**config.mk**
```make
export PLATFORM = sky130hd
export DESIGN_NAME = pcm_tsi
export DESIGN_NICKNAME = d
export VERILOG_FILES = /design/src/rtl/pcm_tsi_pkg.sv /design/src/rtl/pcm_tsi_sync.sv /design/src/rtl/pcm_tsi_tx.sv /design/src/rtl/pcm_tsi_rx.sv /design/src/rtl/pcm_tsi.sv
export SDC_FILE = /design/constraint.sdc
export NUM_CORES = 1
export LEC_CHECK = 0
export BUFFER_PORTS_ARGS = -buffer_cell sky130_fd_sc_hd__buf_2
export CELL_PAD_IN_SITES_DETAIL_PLACEMENT = 1
export CELL_PAD_IN_SITES_GLOBAL_PLACEMENT = 2
export CORE_MARGIN = 5
export CORE_UTILIZATION = 36
export DETAILED_ROUTE_END_ITERATION = 6
export GPL_ROUTABILITY_DRIVEN = 0
export GPL_TIMING_DRIVEN = 0
export HOLD_SLACK_MARGIN = 0.15
export PLACE_DENSITY_LB_ADDON = 0.1
export SETUP_SLACK_MARGIN = 0.15
export SLEW_MARGIN = 20
export SYNTH_ARGS = -nofsm -noshare
export SYNTH_HDL_FRONTEND = slang
export SYNTH_SLANG_ARGS = --single-unit
```
**constraint.sdc**
```tcl
create_clock -name clk -period 1.59 [get_ports clk]
set_input_delay 0.318 -clock clk [delete_from_list [all_inputs] [get_ports clk]]
set_output_delay 0.318 -clock clk [all_outputs]
set_load 0.03 [all_outputs]
```
**src/rtl/pcm_tsi_pkg.sv**
```systemverilog
package pcm_tsi_pkg;

  localparam int MAX_W = 32;

  typedef enum logic {
    LAW_MU = 1'b0,
    LAW_A  = 1'b1
  } law_e;

  // Alternate-bit mask: LSB-indexed even positions set, up to width w.
  function automatic logic [MAX_W-1:0] alt_mask(input int w);
    logic [MAX_W-1:0] m;
    m = '0;
    for (int i = 0; i < MAX_W; i++) begin
      if (i < w && (i % 2) == 0) m[i] = 1'b1;
    end
    return m;
  endfunction

endpackage

```
**src/rtl/pcm_tsi_sync.sv**
```systemverilog
module pcm_tsi_sync #(
  parameter int WIDTH  = 5,
  parameter int STAGES = 2
) (
  input  logic             clk,
  input  logic             rst_n,
  input  logic [WIDTH-1:0] d_in,
  output logic [WIDTH-1:0] d_out
);

  logic [STAGES-1:0][WIDTH-1:0] stg_q;
  logic [STAGES-1:0][WIDTH-1:0] stg_d;

  always_comb begin
    stg_d[0] = d_in;
    for (int s = 1; s < STAGES; s++) begin
      stg_d[s] = stg_q[s-1];
    end
  end

  always_ff @(posedge clk or negedge rst_n) begin
    if (!rst_n) stg_q <= '0;
    else        stg_q <= stg_d;
  end

  assign d_out = stg_q[STAGES-1];

endmodule

```
**src/rtl/pcm_tsi_tx.sv**
```systemverilog
module pcm_tsi_tx
  import pcm_tsi_pkg::*;
#(
  parameter int WORD_W = 8
) (
  input  logic              clk,
  input  logic              rst_n,
  input  law_e              law_sel,
  input  logic              bclk_s,
  input  logic              fsync_s,
  input  logic              enc_valid,
  input  logic [WORD_W-1:0] enc_data,
  output logic              tx_req,
  output logic              dx,
  output logic              dx_oe,
  output logic              rise_evt
);

  localparam int                CNT_W    = $clog2(WORD_W + 1);
  localparam logic [MAX_W-1:0]  MASK_ALL = alt_mask(WORD_W);
  localparam logic [CNT_W-1:0]  CNT_IDLE = CNT_W'(WORD_W);

  logic              bclk_q, bclk_d;
  logic              fs_q, fs_d;
  logic [WORD_W-1:0] hold_q, hold_d;
  logic [WORD_W-1:0] shf_q, shf_d;
  logic [CNT_W-1:0]  cnt_q, cnt_d;
  logic              dx_q, dx_d;
  logic              oe_q, oe_d;
  logic              req_q, req_d;

  logic              fall_evt;
  logic              sync_evt;
  logic [WORD_W-1:0] line_mask;

  assign rise_evt  = bclk_s & ~bclk_q;
  assign fall_evt  = ~bclk_s & bclk_q;
  assign sync_evt  = fall_evt & fsync_s & ~fs_q;
  assign line_mask = (law_sel == LAW_A) ? MASK_ALL[WORD_W-1:0] : '0;

  always_comb begin
    bclk_d = bclk_s;
    fs_d   = fall_evt ? fsync_s : fs_q;
    hold_d = enc_valid ? enc_data : hold_q;
    shf_d  = shf_q;
    cnt_d  = cnt_q;
    dx_d   = dx_q;
    oe_d   = oe_q;
    req_d  = sync_evt;

    if (sync_evt) begin
      // Sync takes the byte held before this edge; restarts any slot.
      shf_d = hold_q ^ line_mask;
      cnt_d = '0;
    end else if (rise_evt) begin
      if (cnt_q < CNT_IDLE) begin
        dx_d  = shf_q[WORD_W-1];
        oe_d  = 1'b1;
        shf_d = {shf_q[WORD_W-2:0], 1'b0};
        cnt_d = cnt_q + 1'b1;
      end else begin
        dx_d = 1'b0;
        oe_d = 1'b0;
      end
    end
  end

  always_ff @(posedge clk or negedge rst_n) begin
    if (!rst_n) begin
      bclk_q <= 1'b0;
      fs_q   <= 1'b0;
      hold_q <= '0;
      shf_q  <= '0;
      cnt_q  <= CNT_IDLE;
      dx_q   <= 1'b0;
      oe_q   <= 1'b0;
      req_q  <= 1'b0;
    end else begin
      bclk_q <= bclk_d;
      fs_q   <= fs_d;
      hold_q <= hold_d;
      shf_q  <= shf_d;
      cnt_q  <= cnt_d;
      dx_q   <= dx_d;
      oe_q   <= oe_d;
      req_q  <= req_d;
    end
  end

  assign tx_req = req_q;
  assign dx     = dx_q;
  assign dx_oe  = oe_q;

endmodule

```
**src/rtl/pcm_tsi_rx.sv**
```systemverilog
module pcm_tsi_rx
  import pcm_tsi_pkg::*;
#(
  parameter int WORD_W = 8
) (
  input  logic              clk,
  input  logic              rst_n,
  input  law_e              law_sel,
  input  logic              bclk_s,
  input  logic              fsync_s,
  input  logic              dr_s,
  output logic [WORD_W-1:0] rx_data,
  output logic              rx_valid,
  output logic              fall_evt
);

  localparam int                CNT_W    = $clog2(WORD_W + 1);
  localparam logic [MAX_W-1:0]  MASK_ALL = alt_mask(WORD_W);
  localparam logic [CNT_W-1:0]  CNT_IDLE = CNT_W'(WORD_W);
  localparam logic [CNT_W-1:0]  CNT_LAST = CNT_W'(WORD_W - 1);

  logic              bclk_q, bclk_d;
  logic              fs_q, fs_d;
  logic [WORD_W-1:0] shf_q, shf_d;
  logic [CNT_W-1:0]  cnt_q, cnt_d;
  logic [WORD_W-1:0] data_q, data_d;
  logic              vld_q, vld_d;

  logic              sync_evt;
  logic [WORD_W-1:0] line_mask;
  logic [WORD_W-1:0] shf_next;

  assign fall_evt  = ~bclk_s & bclk_q;
  assign sync_evt  = fall_evt & fsync_s & ~fs_q;
  assign line_mask = (law_sel == LAW_A) ? MASK_ALL[WORD_W-1:0] : '0;
  assign shf_next  = {shf_q[WORD_W-2:0], dr_s};

  always_comb begin
    bclk_d = bclk_s;
    fs_d   = fall_evt ? fsync_s : fs_q;
    shf_d  = shf_q;
    cnt_d  = cnt_q;
    data_d = data_q;
    vld_d  = 1'b0;

    if (sync_evt) begin
      cnt_d = '0;
    end else if (fall_evt && (cnt_q < CNT_IDLE)) begin
      shf_d = shf_next;
      cnt_d = cnt_q + 1'b1;
      if (cnt_q == CNT_LAST) begin
        data_d = shf_next ^ line_mask;
        vld_d  = 1'b1;
      end
    end
  end

  always_ff @(posedge clk or negedge rst_n) begin
    if (!rst_n) begin
      bclk_q <= 1'b0;
      fs_q   <= 1'b0;
      shf_q  <= '0;
      cnt_q  <= CNT_IDLE;
      data_q <= '0;
      vld_q  <= 1'b0;
    end else begin
      bclk_q <= bclk_d;
      fs_q   <= fs_d;
      shf_q  <= shf_d;
      cnt_q  <= cnt_d;
      data_q <= data_d;
      vld_q  <= vld_d;
    end
  end

  assign rx_data  = data_q;
  assign rx_valid = vld_q;

endmodule

```
**src/rtl/pcm_tsi.sv**
```systemverilog
module pcm_tsi
  import pcm_tsi_pkg::*;
#(
  parameter int WORD_W      = 8,
  parameter int SYNC_STAGES = 2
) (
  input  logic              clk,
  input  logic              rst_n,
  input  logic              law_sel,
  input  logic              tx_bclk,
  input  logic              tx_fsync,
  input  logic              enc_valid,
  input  logic [WORD_W-1:0] enc_data,
  output logic              tx_req,
  output logic              dx,
  output logic              dx_oe,
  input  logic              rx_bclk,
  input  logic              rx_fsync,
  input  logic              dr,
  output logic [WORD_W-1:0] rx_data,
  output logic              rx_valid
);

  localparam int N_ASYNC = 5;

  logic [N_ASYNC-1:0] async_in;
  logic [N_ASYNC-1:0] async_s;
  logic               tx_rise;
  logic               rx_fall;
  law_e               law;

  assign async_in = {tx_bclk, tx_fsync, rx_bclk, rx_fsync, dr};
  assign law      = law_e'(law_sel);

  generate
    if (SYNC_STAGES > 0) begin : g_sync
      pcm_tsi_sync #(
        .WIDTH  (N_ASYNC),
        .STAGES (SYNC_STAGES)
      ) u_sync (
        .clk   (clk),
        .rst_n (rst_n),
        .d_in  (async_in),
        .d_out (async_s)
      );
    end else begin : g_bypass
      assign async_s = async_in;
    end
  endgenerate

  pcm_tsi_tx #(.WORD_W(WORD_W)) u_tx (
    .clk       (clk),
    .rst_n     (rst_n),
    .law_sel   (law),
    .bclk_s    (async_s[4]),
    .fsync_s   (async_s[3]),
    .enc_valid (enc_valid),
    .enc_data  (enc_data),
    .tx_req    (tx_req),
    .dx        (dx),
    .dx_oe     (dx_oe),
    .rise_evt  (tx_rise)
  );

  pcm_tsi_rx #(.WORD_W(WORD_W)) u_rx (
    .clk      (clk),
    .rst_n    (rst_n),
    .law_sel  (law),
    .bclk_s   (async_s[2]),
    .fsync_s  (async_s[1]),
    .dr_s     (async_s[0]),
    .rx_data  (rx_data),
    .rx_valid (rx_valid),
    .fall_evt (rx_fall)
  );

endmodule

```
---- After elaboration in Yosys (flattened, before gate mapping) ----
Cells that the tools add are included.
word-level totals
  input bits .............................. 17
  output and inout port bits .............. 12
  register bits after elaboration ......... 57
operators by class
  mux-type cells .......................... 14
  magnitude comparators ................... 2
  reductions and logical operators ........ 8
  equality and inequality tests ........... 1
  add/sub/neg operators ................... 2
  bitwise logic cells ..................... 16
operators with widths
  operator               number
  $mux W8                3
  $mux W4                5
  $add A4 B1 Y4 const B  2
  $lt A4 B4 Y1 const B   2
  $xor A8 B7 Y8          1
  $xor A8 B8 Y8          1
  $and A1 B1 Y1          7
  $mux W7                1
  $not A1 Y1             7
  $reduce_and A2 Y1      3
  $reduce_bool A2 Y1     3
  $mux W1                5
  $eq A4 B3 Y1 const B   1
  $reduce_and A3 Y1      1
  $logic_and A1 B1 Y1    1

---- Logic depth before layout (Yosys ltp) ----
  depth in word-level cells ............... 6
  mapped depth ............................ 5
  gate-level depth less buffers ........... 4

---- Cells and area by module ----
A second synthesis with hierarchy kept.
second synthesis, totals
  cell total of the unflattened synthesis .. 163
  area, all modules ....................... 2238.4 um2
modules (own cells, without submodules)
  module        instances  area an instance (um2)  cells an instance
  pcm_tsi_tx    1          1052.3                  90
  pcm_tsi_rx    1          935.9                   63
  pcm_tsi_sync  1          250.2                   10

---- Least setup slack after synthesis ----
OpenSTA, ideal clock, no wires.
  path kind ............................... register -> register
  start point ............................. reg g_sync.u_sync.stg_q (netlist bit g_sync.u_sync.d_out[2])
  end point ............................... reg u_rx.data_q[0], in the netlist u_rx.rx_data[0]
  buffers on the path ..................... 0
  data required time ...................... 1465 ps
  setup time .............................. 125 ps
  arrival ................................. 1358 ps
  stages on the path, launching flop included .. 4
  path slack .............................. 107 ps
  cells stage by stage .................... dfrtp_1 -> nand2b_4 -> nor4_4 -> mux2_2
between the ends
  word-level cells in the longest chain between the ends .. 6
  elaborated cells on any way between the ends .. 7
  classes of those cells .................. 5 x bitwise; 2 x reduce/logical
RTL lines
  what                             RTL line            RTL
  from (decl)                      pcm_tsi_sync.sv:11  logic [STAGES-1:0][WIDTH-1:0] stg_q;
  from (signal assigned)           pcm_tsi_sync.sv:23  else stg_q <= stg_d;
  $not A1 Y1 (*)                   pcm_tsi_rx.sv:33    assign fall_evt = ~bclk_s & bclk_q;
  $and A1 B1 Y1 (*)                pcm_tsi_rx.sv:33
  $and A1 B1 Y1 (2 in a row)       pcm_tsi_rx.sv:34    assign sync_evt = fall_evt & fsync_s & ~fs_q;
  $not A1 Y1 (no line)             n/a
  $reduce_and A3 Y1 (no line) (*)  n/a
  to (signal assigned)             pcm_tsi_rx.sv:71    data_q <= data_d;
  to (decl)                        pcm_tsi_rx.sv:26    logic [WORD_W-1:0] data_q, data_d;
Every way passes the cells marked *; elsewhere a longest branch is shown, timed or not.
A chain may end at the register's enable or synchronous reset.

---- Worst setup path in the final report ----
  start point ............................. reg g_sync.u_sync.stg_q (netlist bit g_sync.u_sync.d_out[2])
  end point ............................... reg u_rx.shf_q[6]
between the ends
  word-level cells in the longest chain between the ends .. 6
  elaborated cells on any way between the ends .. 7
  classes of those cells .................. 5 x bitwise; 2 x reduce/logical
RTL lines
  what                             RTL line          RTL
  $not A1 Y1 (*)                   pcm_tsi_rx.sv:33
  $and A1 B1 Y1 (*)                pcm_tsi_rx.sv:33
  $and A1 B1 Y1 (2 in a row)       pcm_tsi_rx.sv:34
  $not A1 Y1 (no line)             n/a
  $reduce_and A2 Y1 (no line) (*)  n/a
  to (signal assigned)             pcm_tsi_rx.sv:62  shf_q <= '0;
  to (signal assigned)             pcm_tsi_rx.sv:69  shf_q <= shf_d;
  to (decl)                        pcm_tsi_rx.sv:24  logic [WORD_W-1:0] shf_q, shf_d;
Marked as above.

==> metrics.md <==
| Metric | Value |
|---|---|
| Status | `finished, final reports clean` |
| Post-Place Cells | `256` |
| CTS tree | `yes` |
| FILL cells | `623` |
| Initial Utilization | `a little under two fifths` |
| Clk_lat worst skew | `0.32 ns` |
| Max Cap Violations | `0` |
| Endpoint, Worst Hold | `u_tx.hold_q[5]$_DFFE_PN0P_` |
| Pin count of the biggest net entering global routing | `between 50 and 60` |
| Crit start category | `flop` |
| Minimum clock period | `1.56 ns` |
| GRT Total Usage | `between 10 and 15%` |
| Leakage | `0.00138 µW` |
| Period Utilization, post-route | `98.0%` |
| Capture point of the worst reg-to-reg path | `u_rx.shf_q[6]$_DFFE_PN0P_` |
| Post-DP HPWL | `3030 µm` |
| Share of cells above drive strength 1 | `44.9%` |
| # diodes | `0` |
| Via count | `between 1000 and 1500` |
| Area of the multi-input gates | `813 µm²` |
| Drt wl/cell | `15.7 µm` |
| Non-Filler Instances | `291` |
| Crit Path Class | `reg2reg` |
| Number of synthesized flops with an enable pin | `0` |
| Worst hold path class | `in2reg` |
| Worst r2r src | `g_sync.u_sync.d_out[2]$_DFF_PN0_` |
| Register area share after synthesis | `64.3%` |
| Die area | `0.00784 mm²` |
| WP data arrival | `1.77 ns` |
| Via density | `4.78` |
| Die H | `between 80 and 90 µm` |
| Dominant synthesized flop cell | `dfrtp_1` |
| Commonest non-fill, non-tap cells in the layout | `54 x dfrtp_1, 25 x buf_2, 16 x mux2_2` |
| Fmax | `641 MHz` |
| Area growth from synthesis to layout | `30.1%` |
| CTS clock-pin slew for the worst setup and hold paths | `0.07 ns` |
| Synth Register Bits | `57` |
| Core area | `0.00596 mm²` |
| Vias in the first global route | `1623` |
| CTS Sinks | `57` |
| Max Buffers Root-to-Sink | `2` |
| Num CTS Buffers | `9` |
| WP data required | `1.80 ns` |
| Site Rows | `28` |
| P per Cell Area | `between 1000 and 1500 mW/mm²` |
| DRC viols | `0` |
| R2R setup slack | `0.03 ns` |
| Final Hold Viols | `0` |
| Final instance area | `0.00289 mm²` |
| Syn Inst Count | `155` |
| First-pass GRT wire length | `7900 µm` |
| RSZ-0062 raised after global routing | `true` |
| Post-Syn Area | `between 0.002 and 0.0025 mm²` |
| Chip width | `88.5 µm` |
| Post-Route Setup TNS | `0 ns` |
| Hold path depth | `2` |
| Worst Path Max Fanout | `5` |
| Max-slew violation count | `0` |
| Grt total ovfl | `0` |
| Slew margin rel. | `52.9%` |
| PortBufs | `26` |
| Initial antenna violation count | `0` |
| FF-to-FF path depth | `5` |
| Worst Skew | `approximately 0.0053 ns` |
| Max VDD drop | `0.548 mV` |
| Fraction of registers with async set/reset | `100%` |
| Syn Nets | `~170` |
| TritonRoute pass-1 iters | `4` |
| Distinct cells, synth | `31` |
| Worst Tran Pin Value | `0.706 ns` |
| Commonest non-fill, non-tap cell in the layout | `dfrtp_1` |
| CTS H-tree lvls | `3` |
| Worst hold start | `enc_data[5]` |
| Root buffer cell | `clkbuf_8` |
| DRT iter0 DRCs | `39` |
| Antenna-violating nets left | `0` |
| Worst Setup End Kind | `flop` |
| # nets final | `231` |
| Mean Syn Cell Area | `14.3 µm²` |
| FF+latch area | `0.00143 mm²` |
| YS warnings | `0` |
| # IOs | `29` |
| Cell Area, Placed | `0.00245 mm²` |
| Setup violations, final | `0` |
| Routed WL | `4560 µm` |
==> cell usage after synthesis, types with 2 or more instances <==
library cell | count | area (µm²)
ha_1 | 2 | 25.0
a21o_1 | 5 | 37.5
inv_1 | 2 | 7.51
a22oi_1 | 3 | 22.5
a21oi_1 | 6 | 30.0
xor2_1 | 5 | 43.8
dfstp_2 | 2 | 52.6
mux2_2 | 24 | 270
nor2_1 | 5 | 18.8
xnor2_1 | 5 | 43.8
nand2b_1 | 4 | 25.0
a22o_1 | 5 | 43.8
o21ai_0 | 5 | 25.0
nand2_1 | 5 | 18.8
nor2b_1 | 3 | 18.8
dfrtp_1 | 55 | 1380
buf_2 | 4 | 20.0
mux2i_1 | 2 | 20.0
==> through the flow <==
stage	util [%]	setup slack, ns	total power [µW]	hold WS [ns]
after detailed placement	41.1	-0.198	2840	0.336
after global routing	48.5	-0.0230	4440	0.215
after floorplan	-	0.107	2560	0.0224
after global placement	41.1	-0.0957	2750	0.334
after CTS	47.5	0.0620	4200	0.211
final	48.5	0.0311	4170	0.229
==> timing repair <==
action | 4_1_cts | 5_1_grt
hold buffers | 6 | 0
gates resized for setup | 21 | 7
gates cloned | 1 | 0
pin swaps | 2 | 3
endpoints found under the setup margin | 24 | 24
hold endpoints to repair | 60 | 0
buffers inserted | 9 | 4
==> worst max-delay path, stage by stage (launching register included) <==
cell and delay (ns):
dfrtp_1 0.38, nand2b_4 0.15, buf_4 0.13, or3_4 0.38
buf_6 0.14, mux2_2 0.27
==> worst max path at each step <==
stage / startpoint / end / slack (ns)
global placement: u_rx.cnt_q[0]$_DFFE_PN0P_ / u_rx.rx_data[0]$_DFFE_PN0P_ / -0.1
CTS: u_rx.cnt_q[1]$_DFFE_PN0P_ / u_rx.rx_data[6]$_DFFE_PN0P_ / 0.06
detailed placement: u_rx.cnt_q[0]$_DFFE_PN0P_ / u_rx.rx_data[6]$_DFFE_PN0P_ / -0.20
floorplan: g_sync.u_sync.d_out[2]$_DFF_PN0_ / u_rx.rx_data[0]$_DFFE_PN0P_ / 0.11
finish: g_sync.u_sync.d_out[2]$_DFF_PN0_ / u_rx.shf_q[6]$_DFFE_PN0P_ / 0.03
global route: g_sync.u_sync.d_out[2]$_DFF_PN0_ / u_rx.rx_data[4]$_DFFE_PN0P_ / -0.02
==> routing by layer <==
layer / wire length (µm) / track usage, %
met1: 2110 / 17.5
met2: 2160 / 21.2
met3: 207 / 3.72
met4: 75 / 6.18
met5: 0 / 0
==> layout make-up <==
class / instances / area share, %
flip-flops and latches: 57 / 49.5
inverters: 2 / 0.260
repair buffers: 46 / 10.7
plain buffers: 6 / 1.82
clock inverters: 6 / 2.08
clock buffers: 9 / 4.29
well taps: 75 / 3.25
multi-input cells: 90 / 28.1
==> power breakdown <==
part           switching, µW  internal, µW
Clock                    550           705
Combinational            408           453
Sequential               253          1800
==> flip-flops by register name (all words and copies together) (netlist names) <==
name / count
g_sync.u_sync.d_out: 5
g_sync.u_sync.stg_d: 5
u_rx.bclk_q: 1
u_rx.cnt_q: 4
u_rx.fs_q: 1
u_rx.rx_data: 8
u_rx.rx_valid: 1
u_rx.shf_q: 7
u_tx.bclk_q: 1
u_tx.cnt_q: 4
u_tx.dx: 1
u_tx.dx_oe: 1
u_tx.fs_q: 1
u_tx.hold_q: 8
u_tx.shf_q: 8
u_tx.tx_req: 1
==> logic make-up after synthesis <==
kind of cell | after synthesis | share of synthesized area [%]
AO/OA/AOI/OAI | 27 | 8.23
adder cells (fa/ha/maj) | 2 | 1.13
buffers and inverters | 8 | 1.58
XOR/XNOR | 10 | 3.94
multiplexers | 26 | 13.1
AND/OR/NAND/NOR | 25 | 7.72
flip-flops | 57 | 64.3
Power figures use the tool's default switching activity.
